### src/rtl/slc_pkg.sv
package slc_pkg;

  localparam int ADDR_BITS = 6;

  localparam logic [ADDR_BITS-1:0] ADR_CLEAR    = 6'h00;
  localparam logic [ADDR_BITS-1:0] ADR_REC_ON   = 6'h07;
  localparam logic [ADDR_BITS-1:0] ADR_PLAY_ON  = 6'h0F;
  localparam logic [ADDR_BITS-1:0] ADR_BOOST6   = 6'h17;
  localparam logic [ADDR_BITS-1:0] ADR_BOOST9   = 6'h1F;
  localparam logic [ADDR_BITS-1:0] ADR_HS_MUTE  = 6'h27;
  localparam logic [ADDR_BITS-1:0] ADR_SPK_CUT  = 6'h2F;
  localparam logic [ADDR_BITS-1:0] ADR_MIC_MUTE = 6'h3F;

  typedef enum logic [1:0] {
    BOOST_NONE = 2'b00,
    BOOST_6DB  = 2'b01,
    BOOST_9DB  = 2'b10
  } boost_e;

  // The larger boost wins when both latches are set.
  function automatic boost_e boost_select(input logic b6, input logic b9);
    if (b9)      return BOOST_9DB;
    else if (b6) return BOOST_6DB;
    else         return BOOST_NONE;
  endfunction

endpackage

### src/rtl/slc_pin_sync.sv
module slc_pin_sync #(
  parameter int WIDTH  = 3,
  parameter int STAGES = 2
) (
  input  logic             clk,
  input  logic             rst_n,
  input  logic [WIDTH-1:0] pin_i,
  output logic [WIDTH-1:0] lvl_o,
  output logic [WIDTH-1:0] rise_o
);

  logic [WIDTH-1:0] chain [STAGES];
  logic [WIDTH-1:0] prev_q;

  generate
    for (genvar s = 0; s < STAGES; s++) begin : g_stage
      if (s == 0) begin : g_first
        always_ff @(posedge clk or negedge rst_n) begin
          if (!rst_n) chain[s] <= '0;
          else        chain[s] <= pin_i;
        end
      end else begin : g_next
        always_ff @(posedge clk or negedge rst_n) begin
          if (!rst_n) chain[s] <= '0;
          else        chain[s] <= chain[s-1];
        end
      end
    end
  endgenerate

  always_ff @(posedge clk or negedge rst_n) begin
    if (!rst_n) prev_q <= '0;
    else        prev_q <= chain[STAGES-1];
  end

  assign lvl_o  = chain[STAGES-1];
  assign rise_o = chain[STAGES-1] & ~prev_q;

endmodule

### src/rtl/slc_shift_word.sv
module slc_shift_word #(
  parameter int WORD_W = 7
) (
  input  logic              clk,
  input  logic              rst_n,
  input  logic              shift_en,
  input  logic              bit_i,
  output logic [WORD_W-1:0] word_o
);

  always_ff @(posedge clk or negedge rst_n) begin
    if (!rst_n)        word_o <= '0;
    else if (shift_en) word_o <= {word_o[WORD_W-2:0], bit_i};
  end

endmodule

### src/rtl/slc_latch_bank.sv
module slc_latch_bank #(
  parameter int ADDR_W = 6
) (
  input  logic                   clk,
  input  logic                   rst_n,
  input  logic                   wr_en,
  input  logic [ADDR_W-1:0]      wr_addr,
  input  logic                   wr_dat,
  output logic [(1<<ADDR_W)-1:0] bank_o
);

  localparam int ENTRIES = 1 << ADDR_W;

  logic clr_all;
  assign clr_all = (wr_addr == '0);

  generate
    for (genvar e = 0; e < ENTRIES; e++) begin : g_ent
      localparam logic [ADDR_W-1:0] MY_ADDR = ADDR_W'(e);
      always_ff @(posedge clk or negedge rst_n) begin
        if (!rst_n) begin
          bank_o[e] <= 1'b0;
        end else if (wr_en) begin
          if (clr_all)                 bank_o[e] <= 1'b0;
          else if (wr_addr == MY_ADDR) bank_o[e] <= wr_dat;
        end
      end
    end
  endgenerate

endmodule

### src/rtl/slc_mode_decode.sv
module slc_mode_decode
  import slc_pkg::*;
#(
  parameter int ADDR_W = 6
) (
  input  logic [(1<<ADDR_W)-1:0] bank_i,
  output logic                   rec_amp_on,
  output logic                   play_amp_on,
  output logic [1:0]             rx_boost,
  output logic                   handset_mute,
  output logic                   spk_gain_cut,
  output logic                   mic_mute
);

  boost_e boost;

  always_comb begin
    rec_amp_on   = bank_i[ADR_REC_ON];
    play_amp_on  = bank_i[ADR_PLAY_ON];
    handset_mute = bank_i[ADR_HS_MUTE];
    spk_gain_cut = bank_i[ADR_SPK_CUT];
    mic_mute     = bank_i[ADR_MIC_MUTE];
    boost        = boost_select(bank_i[ADR_BOOST6], bank_i[ADR_BOOST9]);
    rx_boost     = boost;
  end

endmodule

### src/rtl/serial_latch_ctrl.sv
module serial_latch_ctrl #(
  parameter int ADDR_W      = 6,
  parameter int SYNC_STAGES = 2
) (
  input  logic                   clk,
  input  logic                   rst_n,
  input  logic                   ser_clk,
  input  logic                   ser_dat,
  input  logic                   ser_stb,
  output logic [(1<<ADDR_W)-1:0] latch_q,
  output logic                   rec_amp_on,
  output logic                   play_amp_on,
  output logic [1:0]             rx_boost,
  output logic                   handset_mute,
  output logic                   spk_gain_cut,
  output logic                   mic_mute
);

  localparam int WORD_W = ADDR_W + 1;
  localparam int P_CLK  = 0;
  localparam int P_DAT  = 1;
  localparam int P_STB  = 2;

  logic [2:0]        pin_lvl;
  logic [2:0]        pin_rise;
  logic              sclk_rise;
  logic              stb_rise;
  logic              dat_lvl;
  logic [WORD_W-1:0] word_q;

  slc_pin_sync #(.WIDTH(3), .STAGES(SYNC_STAGES)) u_sync (
    .clk    (clk),
    .rst_n  (rst_n),
    .pin_i  ({ser_stb, ser_dat, ser_clk}),
    .lvl_o  (pin_lvl),
    .rise_o (pin_rise)
  );

  assign sclk_rise = pin_rise[P_CLK];
  assign stb_rise  = pin_rise[P_STB];
  assign dat_lvl   = pin_lvl[P_DAT];

  slc_shift_word #(.WORD_W(WORD_W)) u_shift (
    .clk      (clk),
    .rst_n    (rst_n),
    .shift_en (sclk_rise),
    .bit_i    (dat_lvl),
    .word_o   (word_q)
  );

  slc_latch_bank #(.ADDR_W(ADDR_W)) u_bank (
    .clk     (clk),
    .rst_n   (rst_n),
    .wr_en   (stb_rise),
    .wr_addr (word_q[WORD_W-1:1]),
    .wr_dat  (word_q[0]),
    .bank_o  (latch_q)
  );

  slc_mode_decode #(.ADDR_W(ADDR_W)) u_dec (
    .bank_i       (latch_q),
    .rec_amp_on   (rec_amp_on),
    .play_amp_on  (play_amp_on),
    .rx_boost     (rx_boost),
    .handset_mute (handset_mute),
    .spk_gain_cut (spk_gain_cut),
    .mic_mute     (mic_mute)
  );

endmodule

### config.mk
export PLATFORM = sky130hd
export DESIGN_NAME = serial_latch_ctrl
export DESIGN_NICKNAME = d
export VERILOG_FILES = /design/src/rtl/slc_pkg.sv /design/src/rtl/slc_pin_sync.sv /design/src/rtl/slc_shift_word.sv /design/src/rtl/slc_latch_bank.sv /design/src/rtl/slc_mode_decode.sv /design/src/rtl/serial_latch_ctrl.sv
export SDC_FILE = /design/constraint.sdc
export NUM_CORES = 1
export LEC_CHECK = 0
export BUFFER_PORTS_ARGS = -buffer_cell sky130_fd_sc_hd__buf_2
export CAP_MARGIN = 0
export CORE_UTILIZATION = 54
export CTS_CLUSTER_SIZE = 20
export DETAILED_ROUTE_END_ITERATION = 8
export PLACE_DENSITY = 0.79
export SLEW_MARGIN = 20
export SYNTH_ARGS = -nofsm -noshare
export SYNTH_HDL_FRONTEND = slang
export SYNTH_SLANG_ARGS = --single-unit
### constraint.sdc
create_clock -name clk -period 1.9 [get_ports clk]
set_input_delay 0.095 -clock clk [delete_from_list [all_inputs] [get_ports clk]]
set_output_delay 0.095 -clock clk [all_outputs]
set_load 0.02 [all_outputs]
== Word-level counts from Yosys, hierarchy flattened ==
Index checks and enable logic that the tools add are counted.
Word-level totals
  register bits after elaboration: 79
  input bits: 5
  output and inout bits: 71
  word-level logic and storage cells: 387
Operators by class
  equal/unequal tests: 63
  muxes and demuxes: 128
  bitwise operators: 2
  reduce and logical (&&, ||, !) cells: 127
Operators by type and width (number)
  equality test 6 bit, second input constant: 32
  two-way mux 1 bit: 127
  AND reduction 2 bit: 63
  nonzero test 2 bit: 63
  equality test 6 x 5 -> 1 bit, second input constant: 16
  equality test 6 x 4 -> 1 bit, second input constant: 8
  equality test 6 x 3 -> 1 bit, second input constant: 4
  equality test 6 x 2 -> 1 bit, second input constant: 2
  equality test 6 x 1 -> 1 bit, second input constant: 1
  logical NOT 6 bit: 1
  bitwise AND 3 bit: 1
  inverter 3 bit: 1
  two-way mux 2 bit: 1

== Logic depth before layout (Yosys ltp) ==
Gate-level depths: netlist (run 1).
  word-level depth: 3
  gate-level depth with buffers: 6
  depth with buffers taken out: 3

== Hierarchy ==
A second synthesis (run 1) with hierarchy kept.
Unflattened totals
  cell total of the unflattened synthesis: 299
  area total of the unflattened synthesis: 3746.1 um^2
By module, submodules not included
  slc_latch_bank: instances 1, cells each 262, area an instance 3106.7 um^2, seq. area each 1576.5 um^2
  slc_shift_word: instances 1, cells each 15, area an instance 291.5 um^2, seq. area each 175.2 um^2
  slc_pin_sync: instances 1, cells each 15, area an instance 289.0 um^2, seq. area each 225.2 um^2
  slc_mode_decode: instances 1, cells each 7, area an instance 58.8 um^2, seq. area each 0.0 um^2

== Worst setup path after synthesis (run 1) ==
No wires, ideal clock.
  kind: reg2reg
  from: reg u_shift.word_o[2]
  to: reg u_bank.bank_o[16]
  library setup time: 0.132 ns
  data arrival time: 1.577 ns
  required time: 1.768 ns
  setup slack: 0.191 ns
  stages on the path, launching flop included: 7
  path buffers: 3
  clock period less this slack: 1.709 ns
  cells stage by stage: dfrtp_1 > or4_1 > buf_2 > buf_6 > buf_6 > o31ai_1 > o31ai_1
On the way
  cells in the longest elaborated chain, start to end: 3
  elaborated cells on any way between the ends: 5
  classes of those cells: 1 x eq/ne; 1 x mux; 3 x reduce/logical
Ends and longest elaborated chain
  start: declaration: line slc_shift_word.sv:8  | output logic [WORD_W-1:0] word_o
  start signal: assignment: line slc_shift_word.sv:13  | else if (shift_en) word_o <= {word_o[WORD_W-2:0], bit_i};
  equality test 6 x 5 -> 1 bit / logical NOT 6 bit (equally long branches): line slc_latch_bank.sv:25, slc_latch_bank.sv:15
  nonzero test 2 bit (no source line)
  AND reduction 2 bit (no source line)
  end signal: indexed assignment: line slc_latch_bank.sv:25  | else if (wr_addr == MY_ADDR) bank_o[e] <= wr_dat;
  end: declaration: line slc_latch_bank.sv:9  | output logic [(1<<ADDR_W)-1:0] bank_o
Several ways; a longest one is shown, not always the timed one.
A chain may end at the register's enable or synchronous reset.

== Worst setup path in the final report (run 1) ==
  from: reg u_shift.word_o[1]
  to: reg u_bank.bank_o[58]
On the way
  cells in the longest elaborated chain, start to end: 3
  elaborated cells on any way between the ends: 5
  classes of those cells: 1 x eq/ne; 1 x mux; 3 x reduce/logical
Ends and longest elaborated chain (line)
  equality test 6 bit / logical NOT 6 bit (equally long branches): slc_latch_bank.sv:25, slc_latch_bank.sv:15
  nonzero test 2 bit (no source line)
  AND reduction 2 bit (no source line)
Several ways; a longest one is shown, not always the timed one.

==> results of run 1 <==
Yosys cell counts, types with 2 or more instances:
cell type / instances / area share
nand3_1: 3 / 0.0040
nor2_1: 3 / 0.0030
mux2_2: 6 / 0.018
o41ai_1: 4 / 0.0093
nand4b_1: 5 / 0.012
o31ai_1: 37 / 0.074
nand4bb_1: 2 / 0.0060
inv_1: 2 / 0.0020
xor2_1: 2 / 0.0047
or4bb_1: 4 / 0.012
a21o_1: 9 / 0.018
mux2i_1: 18 / 0.048
buf_2: 7 / 0.0093
a22o_1: 9 / 0.021
nor4b_1: 4 / 0.0093
nand4_1: 7 / 0.012
buf_1: 4 / 0.0040
nor2b_1: 4 / 0.0067
nor4bb_1: 2 / 0.0053
buf_6: 5 / 0.015
clkbuf_1: 26 / 0.026
o221ai_1: 27 / 0.063
o41ai_2: 2 / 0.0087
nand2_1: 15 / 0.015
buf_4: 7 / 0.014
dfrtp_1: 78 / 0.52
o21ai_0: 28 / 0.037
kinds of logic (layout without fill, tap and decap cells):
logic type	after synthesis	count (layout)	synth area share
compound gates	119	119	0.239
other cells	1	1	0.00100
buf+inv	51	128	0.0704
xor+xnor	2	2	0.00467
flops	78	78	0.520
mux	24	24	0.0660
simple gates	55	55	0.0981
critical path, stage by stage, from the launching register on:
cell and delay, ns:
dfrtp_1 0.39, buf_4 0.22, or4bb_1 0.54, buf_4 0.18, o221ai_1 0.16, o31ai_1 0.09
per-stage QoR:
step           utilization  area (sq um)
6_report             0.668          4510
5_1_grt              0.668          4510
4_1_cts              0.666          4500
3_5_place_dp         0.631          4260
3_3_place_gp         0.631          4260
2_1_floorplan            -          3750
what timing repair did:
action / in CTS / in global routing
gates resized for setup: 0 / 3
hold buffers: 4 / 0
hold endpoints to repair: 40 / 0
endpoints found under the setup margin: 0 / 31
power by group through the flow:
stage | clock [uW] | sequential [uW] | combinational, uW
floorplan | 0 | 2530 | 1210
global placement | 0 | 2180 | 2210
detailed placement | 0 | 2190 | 2270
CTS | 1320 | 2160 | 2290
global route | 1400 | 2200 | 2500
finish | 1300 | 2160 | 2300
sequential cells by signal, indices dropped and copies added, names as in the netlist:
register,cells
u_sync.prev_q,2
u_shift.word_o,7
u_sync.chain,3
u_sync.lvl_o,3
u_bank.bank_o,63
path summary, 6_finish.rpt:
path	startpoint	endpoint	cells past startpoint
setup / recovery	u_shift.word_o[1]	u_bank.bank_o[58]	5
hold / removal	rst_n	u_bank.bank_o[42]	2
setup reg to reg	u_shift.word_o[1]	u_bank.bank_o[58]	5
hold reg to reg	u_sync.chain[3]	u_sync.lvl_o[0]	0
max in group asynchronous	rst_n	u_bank.bank_o[18]	3
min in group clk	u_sync.chain[3]	u_sync.lvl_o[0]	0
final cells by class:
type,instances,area [sq um]
well taps,80,100
clock buffers,10,128
repair buffers,112,709
fillers,544,2240
inverters,2,7.51
multi-input cells,201,1540
flip-flops and latches,78,1950
clock inverters,4,73.8
per-layer routing:
layer | vias to the layer above | global-route usage | part of all wire
li1 | 1419 | - | -
met1 | 1522 | 0.324 | 0.44
met2 | 108 | 0.399 | 0.49
met3 | 10 | 0.0486 | 0.055
met4 | 0 | 0.0909 | 0.012
met5 | - | 0 | 0
==> impl_results.md, run 1 <==
- Initial DRT Pass Iterations: 5
- Power Total: 5760 uW
- Post-DR vias/cell: 6.28
- Switching share of total power: 0.387
- P_sw: 2230 uW
- Clock buffer depth: 2
- DIE WIDTH: 85.3 um
- Cts bufs inserted: 9
- Avg WL per Cell: 17.2 um
- Clock root buffer: clkbuf_8
- Setup crit end kind: register
- Global Route Usage Sum: 0.244
- Pins over their slew limit: 0
- Post-CTS setup buffers: 0
- Fin. Hold Viols: 0
- Mapped Nets: 335
- Hold/Removal Path Class: input port to asynchronous set/reset pin
- Setup TNS Final: 0 ns
- Clk Latency, worst-skew pair: 0.34 ns
- Die height: 85.3 um
- FMAX: 577 MHz
- Combinational Power Share: 0.399
- Crit Path Category: register to register
- Max H-tree Level: 3
- Initial antenna violation count: 0
- Dpl hpwl: 5540 um
- Final non-filler cell total: 487
- First-pass GRT wire length: 13900 um
- Synth Area per Inst: 11.4 sq um
- Max_slew headroom: 0.603
- Row cnt: 30
- 1st-iter DRT viols: 220
- IO buf count: 74
- Clock network power share: 0.225
- PwrDens: 1280 mW/mm^2
- Layout cells sized above 1: 0.327
- Most frequent cells in the layout: 78 x dfrtp_1, 73 x buf_2, 37 x o31ai_1
- Synthesized area: 0.00375 sq mm
- Count of different cell masters after synthesis: 37
- RSZ-0062 raised after global routing: no
- Post-synthesis sequential area ratio: 0.520
- Most common cell after layout, fill and taps aside: dfrtp_1
- Sequential share of power: 0.376
- Crit path max fanout: 25
- Placed Cells: 469
- CP startpoint kind: register
- Least-Margin Pin Slew: 0.595 ns
- Warnings, synthesis: 0
- Starting Density: 0.555
- Final clock skew: 0.00939 ns
- Max VDD drop: 0.624 mV
- Critical Path RT: 2.11 ns
- Total grt overflow: 0
- Core area: 0.00676 sq mm
- Die area: 0.00728 sq mm
- Fin nets: 409
- FFs w/ async S/R, synth: 1.00
- Synth Register Bits: 78
- # DRC: 0
- Vias: 3059
- Crit share post-route: 0.912
- Final hold slack: 0.251 ns
- Final WL: 8400 um
- # diodes: 0
- R2R setup slack: 0.17 ns
- Area grow syn2layout: 20.3%
- Worst setup margin: 0.168 ns
- EDFF count, synth: 0
- LEAKAGE: 0.00221 uW
- Final min period: 1.73 ns
- Vias in the first global route: 2792
- Dominant synthesized flop cell: dfrtp_1
- Mapped Cells: 330
- Routability-driven placement congestion ratio: 0.785
- Status: finished clean
- Setup-failing EPs final: 0
- CTS tree: done
- Worst-path clk slew: 0.08 ns
- Maxcap violations: 0
- Clock sink count: 78
- Routed Antenna Nets: 0
- IO Count: 76
- Largest net degree at the start of global routing: 42
- Placement Setup Slack: 0.0275 ns
- Worst Path Arrival: 1.94 ns
- Design internal power: 3530 uW
Power figures use the tool's default switching activity.
==> run 2: changes to the inputs <==
- SETUP_SLACK_MARGIN: unset -> 0.5
==> impl_results.md, run 2 (synthesis gave the netlist of run 1 again) <==
- CP startpoint kind: register
- Initial DRT Pass Iterations: 4
- DIE WIDTH: 85.3 um
- CTS tree: done
- Maxcap violations: 0
- First-pass GRT wire length: 14800 um
- Row cnt: 30
- Fin. Hold Viols: 0
- Initial antenna violation count: 0
- Final clock skew: 0.0107 ns
- Most common cell after layout, fill and taps aside: dfrtp_1
- Worst Path Arrival: 2.00 ns
- IO Count: 76
- Die height: 85.3 um
- DR top layer: met4
- Vias: 3128
- Post-DR vias/cell: 6.33
- Largest net degree at the start of global routing: 36
- Clock buffer depth: 2
- Met3 WL: 470 um
- Largest register FFs: 63
- Setup crit end kind: register
- Crit path max fanout: 6
- Worst-path clk slew: 0.08 ns
- Register name with the most flops: u_bank.bank_o
- Met1 wire length: 3860 um
- Critical Path RT: 2.13 ns
- Max VDD drop: 0.858 mV
- Clock sink count: 78
- Routed Antenna Nets: 0
- Clock root buffer: clkbuf_8
- Global Route Usage Sum: 0.268
- Max H-tree Level: 3
- Die area: 0.00728 sq mm
- Final WL: 9370 um
- Area grow syn2layout: 26.9%
- Starting Density: 0.555
- Setup-failing EPs final: 0
- Critical R2R Capture: u_bank.bank_o[3]
- # diodes: 0
- Pins over their slew limit: 0
- IO buf count: 74
- # DRC: 0
- Core area: 0.00676 sq mm
- Dpl hpwl: 5710 um
- Avg WL per Cell: 19.0 um
- Layout cells sized above 1: 0.377
- R2R setup slack: 0.12 ns
- Setup TNS Final: 0 ns
- Crit Path Category: register to register
- Status: finished clean
- LEAKAGE: 0.00228 uW
- Cells on worst reg2reg path: 4
- Final min period: 1.78 ns
- DR WL met2: 4720 um
- Biggest regs: u_bank.bank_o: 63 flops, u_shift.word_o: 7 flops
- Fin nets: 414
- Vias in the first global route: 2936
- Routability-driven placement congestion ratio: 0.771
- Final core utilization: 0.705
- Crit share post-route: 0.936
- Total grt overflow: 0
- PwrDens: 1280 mW/mm^2
- Crit Reg-Reg Startpoint: u_shift.word_o[4]
- RSZ-0062 raised after global routing: yes
- 1st-iter DRT viols: 260
- Most frequent cells in the layout: 78 x dfrtp_1, 73 x buf_2, 35 x o31ai_1
- Clk Latency, worst-skew pair: 0.36 ns
- FMAX: 562 MHz
- Hold/Removal Path Class: input port to asynchronous set/reset pin
- Cts bufs inserted: 9
- Filler cells: 464
run 2: cell count changes in the layout (fill, tap and decap cells not counted), moves of 3 or more:
cell / change
buf_12: +4
buf_4: -5
clkbuf_1: +3
nor4b_1: -4
or4bb_1: -4
clkinvlp_4: +3
or4bb_4: +4
buf_6: +4
o41ai_1: -4
o41ai_2: +3
nor4b_2: +4
run 2: cell type report:
| type | count | area (sq um) | share of cell area |
|---|---|---|---|
| clock buffer | 13 | 139 | 0.0292 |
| multi-input combinational | 201 | 1660 | 0.348 |
| clock inverter | 3 | 45.0 | 0.00946 |
| sequential | 78 | 1950 | 0.410 |
| inverter | 2 | 11.3 | 0.00237 |
| timing repair buffer | 117 | 857 | 0.180 |
| tap | 80 | 100 | 0.0210 |
run 2: worst max-delay path, cell delays in order, from the launching register on:
cell	delay (ns)
dfrtp_1	0.41
or4_4	0.62
o31ai_2	0.31
buf_4	0.22
o31ai_1	0.09
run 2: per-layer routing:
metal | GRT usage | vias up
met5 | 0 | -
met4 | 0.153 | 0
met3 | 0.0428 | 26
met2 | 0.427 | 124
met1 | 0.350 | 1541
li1 | - | 1437
run 2: power breakdown:
part	internal, uW	switching [uW]
Sequential	1980	215
Combinational	1070	1610
Clock	610	597
run 2: worst max-delay path by stage:
stage,from,end,cells after the start
after detailed placement,u_shift.word_o[2],u_bank.bank_o[13],4
after CTS,u_shift.word_o[2],u_bank.bank_o[21],5
after global routing,u_shift.word_o[4],u_bank.bank_o[4],4
after floorplan,u_shift.word_o[2],u_bank.bank_o[16],6
after global placement,u_shift.word_o[2],u_bank.bank_o[13],4
final,u_shift.word_o[4],u_bank.bank_o[3],4
run 2: repair_timing:
action	in CTS	in global routing
gates cloned	2	0
endpoints found under the hold margin	35	0
endpoints found under the setup margin	63	64
buffers inserted	1	3
pin swaps	2	4
hold buffers	4	0
gates resized for setup	28	15
run 2: metrics by stage:
stage | setup slack [ns] | total power (uW) | instances | instance area (sq um) | hold WS [ns]
after floorplan | 0.191 | 3800 | 330 | 3800 | -0.201
after global placement | 0.0598 | 4390 | 468 | 4260 | 0.0653
after detailed placement | 0.0387 | 4450 | 468 | 4260 | 0.0737
after CTS | 0.200 | 5940 | 491 | 4660 | 0.228
after global routing | 0.0922 | 6380 | 494 | 4760 | 0.268
final | 0.122 | 6080 | 494 | 4760 | 0.218
